`config.mk`:
```
export PLATFORM = sky130hd
export DESIGN_NAME = pump_queue
export DESIGN_NICKNAME = d
export VERILOG_FILES = /design/src/rtl/pump_pkg.sv /design/src/rtl/pump_ring.sv /design/src/rtl/pump_kill.sv /design/src/rtl/pump_queue.sv
export SDC_FILE = /design/constraint.sdc
export NUM_CORES = 1
export LEC_CHECK = 0
export ABC_AREA = 1
export BUFFER_PORTS_ARGS = -buffer_cell sky130_fd_sc_hd__buf_4
export CAP_MARGIN = 15
export CORE_MARGIN = 10
export CORE_UTILIZATION = 40
export CTS_CLUSTER_SIZE = 8
export DETAILED_ROUTE_END_ITERATION = 16
export GPL_TIMING_DRIVEN = 0
export RECOVER_POWER = 100
export SLEW_MARGIN = 20
export SYNTH_ARGS = -nofsm -noshare
export SYNTH_HDL_FRONTEND = slang
export SYNTH_SLANG_ARGS = --single-unit
```
`constraint.sdc`:
```
create_clock -name clk_i -period 8.4 [get_ports clk_i]
set_clock_uncertainty 0.1 [all_clocks]
set_input_delay 1.68 -clock clk_i [delete_from_list [all_inputs] [get_ports clk_i]]
set_output_delay 1.68 -clock clk_i [all_outputs]
set_load 0.05 [all_outputs]
```
`src/rtl/pump_pkg.sv`:
```
package pump_pkg;
  localparam int INSTR_W = 26;
  localparam int CNT_W   = 7;
  localparam logic [CNT_W-1:0] CNT_STANDING = '1;

  localparam int NORM_BIT = 25;
  localparam int RQ_BIT   = 24;
  localparam int CNT_LSB  = 17;

  typedef enum logic [2:0] {
    K_NORM, K_LIT, K_KILL, K_CLOG, K_UNCLOG
  } kind_e;

  function automatic kind_e kind_of(input logic [INSTR_W-1:0] w);
    if (w[NORM_BIT]) return K_NORM;
    case (w[NORM_BIT-1 -: 2])
      2'b11:   return K_LIT;
      2'b10:   return K_KILL;
      2'b01:   return K_CLOG;
      default: return K_UNCLOG;
    endcase
  endfunction

  function automatic logic [CNT_W-1:0] cnt_of(input logic [INSTR_W-1:0] w);
    return w[CNT_LSB +: CNT_W];
  endfunction

  function automatic logic [CNT_W-1:0] kill_cnt_of(input logic [INSTR_W-1:0] w);
    return w[CNT_W-1:0];
  endfunction
endpackage

```
`src/rtl/pump_ring.sv`:
```
module pump_ring #(
  parameter int DEPTH = 8,
  parameter int W     = 26,
  localparam int AW   = (DEPTH > 1) ? $clog2(DEPTH) : 1,
  localparam int CW   = $clog2(DEPTH + 1)
) (
  input  logic          clk_i,
  input  logic          rst_ni,
  input  logic          pop_i,
  input  logic          wr_head_i,
  input  logic [W-1:0]  head_data_i,
  input  logic          rq_push_i,
  input  logic [W-1:0]  rq_data_i,
  input  logic          in_push_i,
  input  logic [W-1:0]  in_data_i,
  output logic [W-1:0]  head_o,
  output logic [CW-1:0] cnt_o,
  output logic          full_o,
  output logic          empty_o
);
  logic [W-1:0]  mem_q [DEPTH];
  logic [AW-1:0] head_q, tail_q, tail2;
  logic [CW-1:0] cnt_q;

  function automatic logic [AW-1:0] nxt(input logic [AW-1:0] p);
    return (p == AW'(DEPTH - 1)) ? '0 : p + 1'b1;
  endfunction

  // input lands behind a same-cycle requeue
  assign tail2 = rq_push_i ? nxt(tail_q) : tail_q;

  always_ff @(posedge clk_i) begin
    if (wr_head_i) mem_q[head_q] <= head_data_i;
    if (rq_push_i) mem_q[tail_q] <= rq_data_i;
    if (in_push_i) mem_q[tail2]  <= in_data_i;
  end

  always_ff @(posedge clk_i or negedge rst_ni) begin
    if (!rst_ni) begin
      head_q <= '0;
      tail_q <= '0;
      cnt_q  <= '0;
    end else begin
      if (pop_i) head_q <= nxt(head_q);
      if (in_push_i) tail_q <= nxt(tail2);
      else if (rq_push_i) tail_q <= nxt(tail_q);
      cnt_q <= cnt_q + CW'(in_push_i) + CW'(rq_push_i) - CW'(pop_i);
    end
  end

  assign head_o  = mem_q[head_q];
  assign cnt_o   = cnt_q;
  assign full_o  = (cnt_q == CW'(DEPTH));
  assign empty_o = (cnt_q == '0);

  p_no_overflow_r2: assert property (@(posedge clk_i) disable iff (!rst_ni)
    in_push_i |-> (cnt_q < CW'(DEPTH)));
  p_no_underflow_r7: assert property (@(posedge clk_i) disable iff (!rst_ni)
    pop_i |-> (cnt_q != '0));
endmodule

```
`src/rtl/pump_kill.sv`:
```
module pump_kill #(
  parameter int CNT_W = 7
) (
  input  logic             clk_i,
  input  logic             rst_ni,
  input  logic             load_i,
  input  logic [CNT_W-1:0] cnt_i,
  input  logic             occupied_i,
  output logic             busy_o,
  output logic             pop_o
);
  logic             busy_q;
  logic [CNT_W-1:0] cnt_q;

  assign pop_o  = busy_q && occupied_i;
  assign busy_o = busy_q;

  always_ff @(posedge clk_i or negedge rst_ni) begin
    if (!rst_ni) begin
      busy_q <= 1'b0;
      cnt_q  <= '0;
    end else if (load_i) begin
      busy_q <= 1'b1;
      cnt_q  <= cnt_i;
    end else if (pop_o) begin
      if (cnt_q == '0) busy_q <= 1'b0;
      else cnt_q <= cnt_q - 1'b1;
    end
  end

  p_kill_step_r7: assert property (@(posedge clk_i) disable iff (!rst_ni)
    (busy_q && occupied_i && !load_i) |=> (!busy_q || cnt_q == $past(cnt_q) - 1'b1));
  p_kill_single_r7: assert property (@(posedge clk_i) disable iff (!rst_ni)
    load_i |-> !busy_q);
endmodule

```
`src/rtl/pump_queue.sv`:
```
module pump_queue
  import pump_pkg::*;
#(
  parameter int DEPTH = 8,
  localparam int CW   = $clog2(DEPTH + 1)
) (
  input  logic               clk_i,
  input  logic               rst_ni,
  input  logic               in_valid_i,
  output logic               in_ready_o,
  input  logic [INSTR_W-1:0] in_instr_i,
  output logic               exec_req_o,
  output logic [INSTR_W-1:0] exec_instr_o,
  input  logic               exec_done_i,
  output logic               full_o,
  output logic               empty_o
);
  logic [INSTR_W-1:0] head, dec_word;
  logic [CW-1:0]      cnt;
  logic               full, empty;
  kind_e              head_kind, in_kind;
  logic [CNT_W-1:0]   head_cnt;
  logic               head_rq;
  logic               kill_busy, kill_pop, kill_load;
  logic               acc, in_push, unclog_pop;
  logic               fin, fin_pop, fin_wr, fin_rq;

  assign head_kind = kind_of(head);
  assign in_kind   = kind_of(in_instr_i);
  assign head_cnt  = cnt_of(head);
  assign head_rq   = head[RQ_BIT];

  // insertion-point admission
  always_comb begin
    case (in_kind)
      K_KILL:   in_ready_o = !kill_busy && !empty;
      K_UNCLOG: in_ready_o = !kill_busy && !empty && (head_kind == K_CLOG);
      default:  in_ready_o = !kill_busy && !full;
    endcase
  end

  assign acc        = in_valid_i && in_ready_o;
  assign kill_load  = acc && (in_kind == K_KILL);
  assign unclog_pop = acc && (in_kind == K_UNCLOG);
  assign in_push    = acc && (in_kind != K_KILL) && (in_kind != K_UNCLOG);

  assign exec_req_o   = !empty && !kill_busy && (head_kind inside {K_NORM, K_LIT});
  assign exec_instr_o = head;
  assign fin          = exec_req_o && exec_done_i;

  always_comb begin
    dec_word = head;
    dec_word[CNT_LSB +: CNT_W] = head_cnt - 1'b1;
  end

  // completion disposition: retire, repeat in place, or requeue
  always_comb begin
    fin_pop = 1'b0;
    fin_wr  = 1'b0;
    fin_rq  = 1'b0;
    if (fin) begin
      if (head_kind == K_LIT || head_cnt == '0) begin
        fin_pop = 1'b1;
      end else if (head_rq) begin
        fin_pop = 1'b1;
        fin_rq  = 1'b1;
      end else if (head_cnt != CNT_STANDING) begin
        fin_wr = 1'b1;
      end
    end
  end

  pump_kill #(.CNT_W(CNT_W)) u_kill (
    .clk_i      (clk_i),
    .rst_ni     (rst_ni),
    .load_i     (kill_load),
    .cnt_i      (kill_cnt_of(in_instr_i)),
    .occupied_i (!empty),
    .busy_o     (kill_busy),
    .pop_o      (kill_pop)
  );

  pump_ring #(.DEPTH(DEPTH), .W(INSTR_W)) u_ring (
    .clk_i       (clk_i),
    .rst_ni      (rst_ni),
    .pop_i       (kill_pop || unclog_pop || fin_pop),
    .wr_head_i   (fin_wr),
    .head_data_i (dec_word),
    .rq_push_i   (fin_rq),
    .rq_data_i   ((head_cnt == CNT_STANDING) ? head : dec_word),
    .in_push_i   (in_push),
    .in_data_i   (in_instr_i),
    .head_o      (head),
    .cnt_o       (cnt),
    .full_o      (full),
    .empty_o     (empty)
  );

  assign full_o  = full;
  assign empty_o = empty;

  p_req_hold_r10: assert property (@(posedge clk_i) disable iff (!rst_ni)
    (exec_req_o && !exec_done_i && !kill_load) |=> (exec_req_o && $stable(exec_instr_o)));
  p_unclog_pair_r9: assert property (@(posedge clk_i) disable iff (!rst_ni)
    unclog_pop |=> (cnt == $past(cnt) - 1'b1));
  p_standing_r6: assert property (@(posedge clk_i) disable iff (!rst_ni)
    (fin && head_kind == K_NORM && head_cnt == CNT_STANDING && !head_rq)
      |=> ($stable(exec_instr_o) && $stable(cnt)));
  p_clog_stall_r8: assert property (@(posedge clk_i) disable iff (!rst_ni)
    (!empty && head_kind == K_CLOG && !unclog_pop && !kill_pop) |=> !exec_req_o);
endmodule

```
==> impl_results.md, run 1 <==
- Status: complete, no violations
- Routed Wire Length: 46100 um
- Yosys warning count: 0
- Slew HR: 0.182
- Setup TNS: 0 ns
- Final Hold Fails: 0
- Crit-path cells: clkbuf_1 > clkbuf_1 > o21ai_0 > o22ai_1 > inv_2 > o21ai_0 > clkbuf_1 > inv_1 > ha_1 > or2_2 > nand2_2 > nand2_2 > inv_1 > clkbuf_1
- Via Count: approximately 12000
- Most frequent cells in the layout: 536 x nand2_1, 208 x edfxtp_1, 190 x o21ai_0
- Share of layout cells above drive strength 1: 0.0849
- Post-synth top area cell: edfxtp_1
- Pwr Density: 439 nW/um^2
- Sink Count: between 200 and 250
- DIE AREA: 40600 um^2
- Footprint of the multi-input gates: approximately 5500 um^2
- GRT overflow: 0
- Crit path top cell by count: clkbuf_1
- Deepest clock path buffer count: 3
- IO Port Bufs: 35
- Post_cts resized: 0
- Total track usage: 0.221
- Setup CP Type: reg2out
- Sequential standard cell area: 6700 um^2
- Crit-path max cell delay: 0.92 ns
- First-pass GRT wire length: 69700 um
- Synth area leaders: edfxtp_1 47%, nand2_1 15%, o21ai_0 6.6%
- Number of global-route vias before repair: 11732
- Max-slew violations: 0
- 1st-iter DRT viols: approximately 1400
- Setup Viol. Count Final: 0
- Fin cells: 2140
- CP max FO: 10
- Synth Flop Type: edfxtp_1
- Avg WL per Cell: 21.6 um
- Area Overhead vs Synth: 13.6%
- Crit path time final: 6.91 ns
- Post-synth EDFFs: 208
- Maximum clock rate: 0.145 GHz
- Max rail drop VDD: approximately 190 uV
- Hpwl dp: 31500 um
- Top cell type's share of synthesized area: 0.474
- Initial Util: 0.405
- Routed Antenna Nets: 0
- Slew @ Worst Pin: 1.21 ns
- GP Congestion: 0.892
- Nets: 1740
- Syn_nets: between 1500 and 2000
- Leak: 6.13 nW
- Clock latency on the worst-skew pair: 0.50 ns
- Commonest non-fill, non-tap cell in the layout: nand2_1
- Core area: 32500 um^2
- CTS tree: done
- Cells after Synth: 1611
- Placed insts: 2095
- Hold Crit Class: reg2reg
- First-pass detailed-route iteration total: 9
- Endpoint class of the critical path: output port
- # fillers: 3209
- Slowest cell on the critical path: o21ai_0
- Synth Area per Inst: slightly above 8 um^2
- Std-Cell Rows: 66
- Clk pin slew, worst setup/hold paths: 0.05 ns
- Async set-or-reset flop fraction in the synthesized netlist: 0.0796
- CTS Root Cell: clkbuf_16
- Sequential area share after synthesis: 0.508
- CTS Hold Buffers Added: 0
- Post-CTS Repair Setup Buffers: 0
- RSZ-0062 raised after global routing: no
- Initial antenna violation count: 1
- Largest net degree at the start of global routing: 27
- DRC violation count after routing: 0
- Max-Cap Viols: 0
- Vias/cell: 5.62
- Placement Setup Slack: 3.10 ns
- Die Y: around 200 um
- IO Pins: 60
- Min setup slack post-route: 1.49 ns
- CTS H-tree depth: 2
- Kind of start point of the critical path: flip-flop
- Mapped cell area: 13200 um^2
- Synth Register Bits: 226
- Num CTS Buffers: 34
- CP Data Arrival Time: 5.13 ns
- CP required: 6.62 ns
- Crit share post-route: 0.822
- Distinct cells, synth: 41
- Die X: 202 um
[cell usage after synthesis, types with 13 or more instances]
cell type / n
a31oi_1: 18
dfrtp_1: 18
ha_1: 19
o21ai_1: 35
buf_4: 13
inv_1: 80
nand2_1: 533
edfxtp_1: 208
o22ai_1: 22
nand3_1: 149
o21ai_0: 173
buf_2: 56
clkbuf_1: 42
nor2_1: 159
[flip-flops by register name, indices dropped and copies added, names as in the netlist]
signal,cells
u_kill.busy_o,1
u_ring.cnt_o,4
u_ring.head_q,3
u_ring.mem_q,208
u_kill.cnt_q,7
u_ring.tail_q,3
[through the flow]
stage	power, mW	hold slack, ns	util	instance area, um^2
finish	6.58	0.478	0.460	15000
detailed placement	5.40	0.470	0.438	14300
global placement	5.29	0.444	0.430	14000
CTS	6.67	0.492	0.467	15200
global route	7.03	0.524	0.460	15000
floorplan	4.28	0.419	-	13200
[critical path: cells and delay by family, from the launching register on]
family	cells	cell delay, ns
DFF	1	0.34
adders and majority gates	1	0.32
and+or+nand+nor	3	0.48
buffers and inverters	7	2.14
AOI/OAI and AO/OA	3	1.33
[worst paths after layout]
kind | start | to | slack [ns] | depth (start not counted)
min reg2reg | u_kill.cnt_q[1]$_DFFE_PN0P_ | u_kill.cnt_q[1]$_DFFE_PN0P_ | 0.48 | 2
min in group asynchronous | rst_ni | u_kill.cnt_q[2]$_DFFE_PN0P_ | 1.23 | 1
max | u_ring.head_q[1]$_DFFE_PN0P_ | exec_req_o | 1.49 | 14
max in group asynchronous | rst_ni | u_ring.cnt_o[1]$_DFF_PN0_ | 6.36 | 1
max reg2reg | u_ring.head_q[1]$_DFFE_PN0P_ | u_ring.mem_q[5][21]$_DFFE_PP_ | 1.59 | 23
min | u_kill.cnt_q[1]$_DFFE_PN0P_ | u_kill.cnt_q[1]$_DFFE_PN0P_ | 0.48 | 2
[report_power, final]
group / total (mW) / internal, mW / switching (mW)
combinational: 3.62 / 0.925 / 2.70
clock: 1.27 / 0.779 / 0.488
sequential: 1.69 / 1.65 / 0.0412
[logic make-up (layout without fill, tap and decap cells)]
group | Yosys count | in the layout | share of synthesized area
AOI/OAI and AO/OA | 254 | 254 | 0.101
xor gates and xnor gates | 10 | 10 | 0.00664
adders and majority gates | 21 | 21 | 0.0211
buffers and inverters | 215 | 301 | 0.0761
DFF | 226 | 226 | 0.508
other | 0 | 1 | 0
and+or+nand+nor | 885 | 885 | 0.287
[final cells by class]
cell class,instances,share of cell area
inverter,90,0.0233
clock buffer,43,0.0633
antenna,1,0.000167
sequential,226,0.447
clock inverter,1,0.000501
tap,442,0.0369
multi-input combinational,1170,0.365
buffer,125,0.0406
timing repair buffer,42,0.0234
[routing by layer]
layer / vias to the layer above / wire (um) / GRT usage
met2: 681 / 21500 / 0.359
met4: 0 / 1750 / 0.0905
met3: 127 / 4570 / 0.0366
li1: 5506 / - / -
met1: 5704 / 18300 / 0.286
met5: - / 0 / 0
Power figures use the tool's default switching activity.
==> inputs of run 2 (changes only) <==
--- a/config.mk
+++ b/config.mk
@@ -5,7 +5,7 @@
 export SDC_FILE = /design/constraint.sdc
 export NUM_CORES = 1
 export LEC_CHECK = 0
-export ABC_AREA = 1
+export ABC_AREA = 0
 export BUFFER_PORTS_ARGS = -buffer_cell sky130_fd_sc_hd__buf_4
 export CAP_MARGIN = 15
 export CORE_MARGIN = 10
==> constraint.sdc (replaced) <==
create_clock -name clk_i -period 6.55 [get_ports clk_i]
set_clock_uncertainty 0.1 [all_clocks]
set_input_delay 1.31 -clock clk_i [delete_from_list [all_inputs] [get_ports clk_i]]
set_output_delay 1.31 -clock clk_i [all_outputs]
set_load 0.05 [all_outputs]
==> impl_results.md, run 2 <==
- Status: complete, no violations
- Post_cts resized: 0 (unchanged)
- Hold Crit Class: reg2reg
- Final Hold Fails: 0 (unchanged)
- First-pass GRT wire length: 49500 um (-29%)
- Placement Setup Slack: 0.376 ns (-2.73 ns)
- Std-Cell Rows: 64 (-3.0%)
- Post-synth top area cell: edfxtp_1
- Yosys warning count: 0 (unchanged)
- CTS H-tree depth: 2 (unchanged)
- # fillers: 2752 (-14%)
- CP required: 6.70 ns (+0.08 ns)
- Wl on met1: 14200 um (-22%)
- Synth Register Bits: 226 (unchanged)
- Largest register FFs: 208 (unchanged)
- Crit share post-route: 0.959
- Number of global-route vias before repair: 7722 (-34%)
- Ant. Diodes: 0 (-1)
- Post-synth EDFFs: 208 (unchanged)
- R2R setup slack: 0.27 ns (-1.32 ns)
- Placed inst area: 13800 um^2 (-3.1%)
- GRT overflow: 0 (unchanged)
- Most frequent cells in the layout: 208 x edfxtp_1, 120 x mux2_2, 105 x mux2_1
- Syn_nets: 817 (-51%)
- Most numerous cell in the Yosys netlist: edfxtp_1
- Sink Count: 226 (unchanged)
- Commonest non-fill, non-tap cell in the layout: edfxtp_1
- Delay-heaviest family, CP: compound AO/OA/AOI/OAI gates
- Met3 wire len: 1530 um (-66%)
- Kind of start point of the critical path: flip-flop
- Cells after Synth: 766 (-52%)
- 1st-iter DRT viols: 497 (-66%)
- Initial antenna violation count: 0 (-1)
- Async set-or-reset flop fraction in the synthesized netlist: 0.0796 (unchanged)
- Hold Slack: 0.437 ns (-0.0406 ns)
- CTS Hold Buffers Added: 0 (unchanged)
- Share of layout cells above drive strength 1: 0.361 (+0.276)
- Fin cells: 1283 (-40%)
- Distinct cells, synth: 57 (+39%)
- CP Data Arrival Time: 6.43 ns (+1.30 ns)
- Setup Viol. Count Final: 0 (unchanged)
- Die X: 197 um (-2.5%)
- Synth area leaders: edfxtp_1 50%, mux2_2 12%, mux4_2 9.0%
- Initial Util: 0.406 (+0.000973)
- Clock latency on the worst-skew pair: 0.51 ns (about the same)
- RSZ-0062 raised after global routing: no
- Synth Flop Type: edfxtp_1
- IO Pins: 60 (unchanged)
- First-pass detailed-route iteration total: 5 (-4)
- Vias/cell: 5.63 (+0.16%)
- Post-CTS Repair Setup Buffers: 0 (unchanged)
- Slew @ Worst Pin: 1.36 ns (+0.149 ns)
- Total track usage: 0.168 (-0.0526)
- Routed Antenna Nets: 0 (unchanged)
- Max-slew violations: 0 (unchanged)
- Via Count: 7217 (-40%)
- Synth Area per Inst: 16.3 um^2 (+99%)
- Mapped cell area: 12500 um^2 (-5.5%)
- Top cell type's share of synthesized area: 0.501 (+0.0276)
- Maximum clock rate: 0.159 GHz
- Die Y: 197 um (-2.5%)
- Largest Register: u_ring.mem_q
- Deepest clock path buffer count: 3 (unchanged)
- Top Layer Used: met4
- Setup CP Type: reg2reg
- DRC violation count after routing: 0 (unchanged)
- CTS tree: done
- Max-Cap Viols: 0 (unchanged)
- Endpoint class of the critical path: flip-flop
- Crit path time final: 6.28 ns
- Slew HR: 0.0846 (-0.0970)
- Avg WL per Cell: 25.2 um (+17%)
- Hpwl dp: 20800 um (-34%)
- Crit-path cells: buf_4 > buf_2 > mux2i_1 > a31oi_1 > o211ai_1 > buf_2 > clkbuf_1 > ha_1 > nor2_1 > o211a_1 > o311a_1 > buf_6 > a21oi_1 > o21ai_1 > buf_6 > o21ai_4 > buf_16
- CP max FO: 15 (+5)
- Area Overhead vs Synth: 16.0%
- Clk pin slew, worst setup/hold paths: 0.05 ns (about the same)
- Buf/Inv on CP: 7 (unchanged)
- Placed insts: 1233 (-41%)
- CTS Root Cell: clkbuf_16
- Commonest cells post-synth: 208 x edfxtp_1, 135 x mux2_2, 57 x mux2_1, 50 x mux4_2, 36 x mux2_4
- DR WL met2: 16100 um (-25%)
- Core area: 30700 um^2 (-5.7%)
- Num CTS Buffers: 34 (unchanged)
- Sequential area share after synthesis: 0.537 (+0.0296)
- Routed Wire Length: 32400 um (-30%)
- Largest net degree at the start of global routing: 19 (-30%)
- Min setup slack post-route: 0.269 ns (-1.22 ns)
- Fin area: 14500 um^2 (-3.5%)
- Slowest cell on the critical path: o21ai_1
- Crit-path max cell delay: 1.04 ns (+0.12 ns)
- DIE AREA: 38600 um^2 (-5.0%)
- IO Port Bufs: 59 (+69%)
- Nets: 924 (-47%)
- GP Congestion: 0.771 (-13%)
[run 2: cells by family after synthesis]
| group | synth area share |
|---|---|
| AO/OA/AOI/OAI | 0.0411 |
| XOR/XNOR | 0.00773 |
| adder cells (fa/ha/maj) | 0.0223 |
| buffers and inverters | 0.0316 |
| flip-flops | 0.537 |
| multiplexers | 0.324 |
| AND/OR/NAND/NOR | 0.0355 |
[run 2: metrics by stage]
| step | util | setup TNS (ns) |
|---|---|---|
| final | 0.471 | 0 |
| after global routing | 0.471 | 0 |
| after CTS | 0.481 | 0 |
| after detailed placement | 0.450 | 0 |
| after global placement | 0.437 | -508.43 |
| after floorplan | - | 0 |
[run 2: worst reg2reg max path, delay by kind of cell (launching register included)]
family / cells / cell delay [ns]
buf+inv: 7 / 2.11
compound gates: 7 / 2.39
fa+ha+maj: 1 / 0.33
simple gates: 1 / 0.31
mux: 1 / 0.23
flops: 1 / 0.53
[run 2: path summary, 6_finish.rpt]
| path | to | cells after the start | startpoint |
|---|---|---|---|
| worst min register to register | u_kill.cnt_q[1]$_DFFE_PN0P_ | 1 | u_kill.cnt_q[1]$_DFFE_PN0P_ |
| worst max register to register | u_ring.mem_q[5][12]$_DFFE_PP_ | 17 | u_ring.head_q[1]$_DFFE_PN0P_ |
| worst max-delay path | u_ring.mem_q[5][12]$_DFFE_PP_ | 17 | u_ring.head_q[1]$_DFFE_PN0P_ |
| worst min-delay path | u_kill.cnt_q[1]$_DFFE_PN0P_ | 1 | u_kill.cnt_q[1]$_DFFE_PN0P_ |
| max in group asynchronous | u_ring.head_q[0]$_DFFE_PN0P_ | 1 | rst_ni |
| min in group asynchronous | u_kill.cnt_q[2]$_DFFE_PN0P_ | 1 | rst_ni |
[run 2: routing by layer]
| layer | global-route usage | up-vias |
|---|---|---|
| li1 | - | 3239 |
| met5 | 0 | - |
| met1 | 0.220 | 3753 |
| met3 | 0.0268 | 37 |
| met2 | 0.287 | 188 |
| met4 | 0.0387 | 0 |
[run 2: cell type report]
cell class / instances / area (um^2) / share of cell area
timing repair buffer: 71 / 691 / 0.0478
inverter: 25 / 93.8 / 0.00649
tap: 396 / 495 / 0.0343
buffer: 41 / 253 / 0.0175
clock inverter: 4 / 36.3 / 0.00251
sequential: 226 / 6700 / 0.463
clock buffer: 46 / 917 / 0.0634
multi-input combinational: 474 / 5270 / 0.365
Power of run 2 is not shown: default switching activity piles up to over one toggle a cycle in this logic, so the estimate is an artifact.
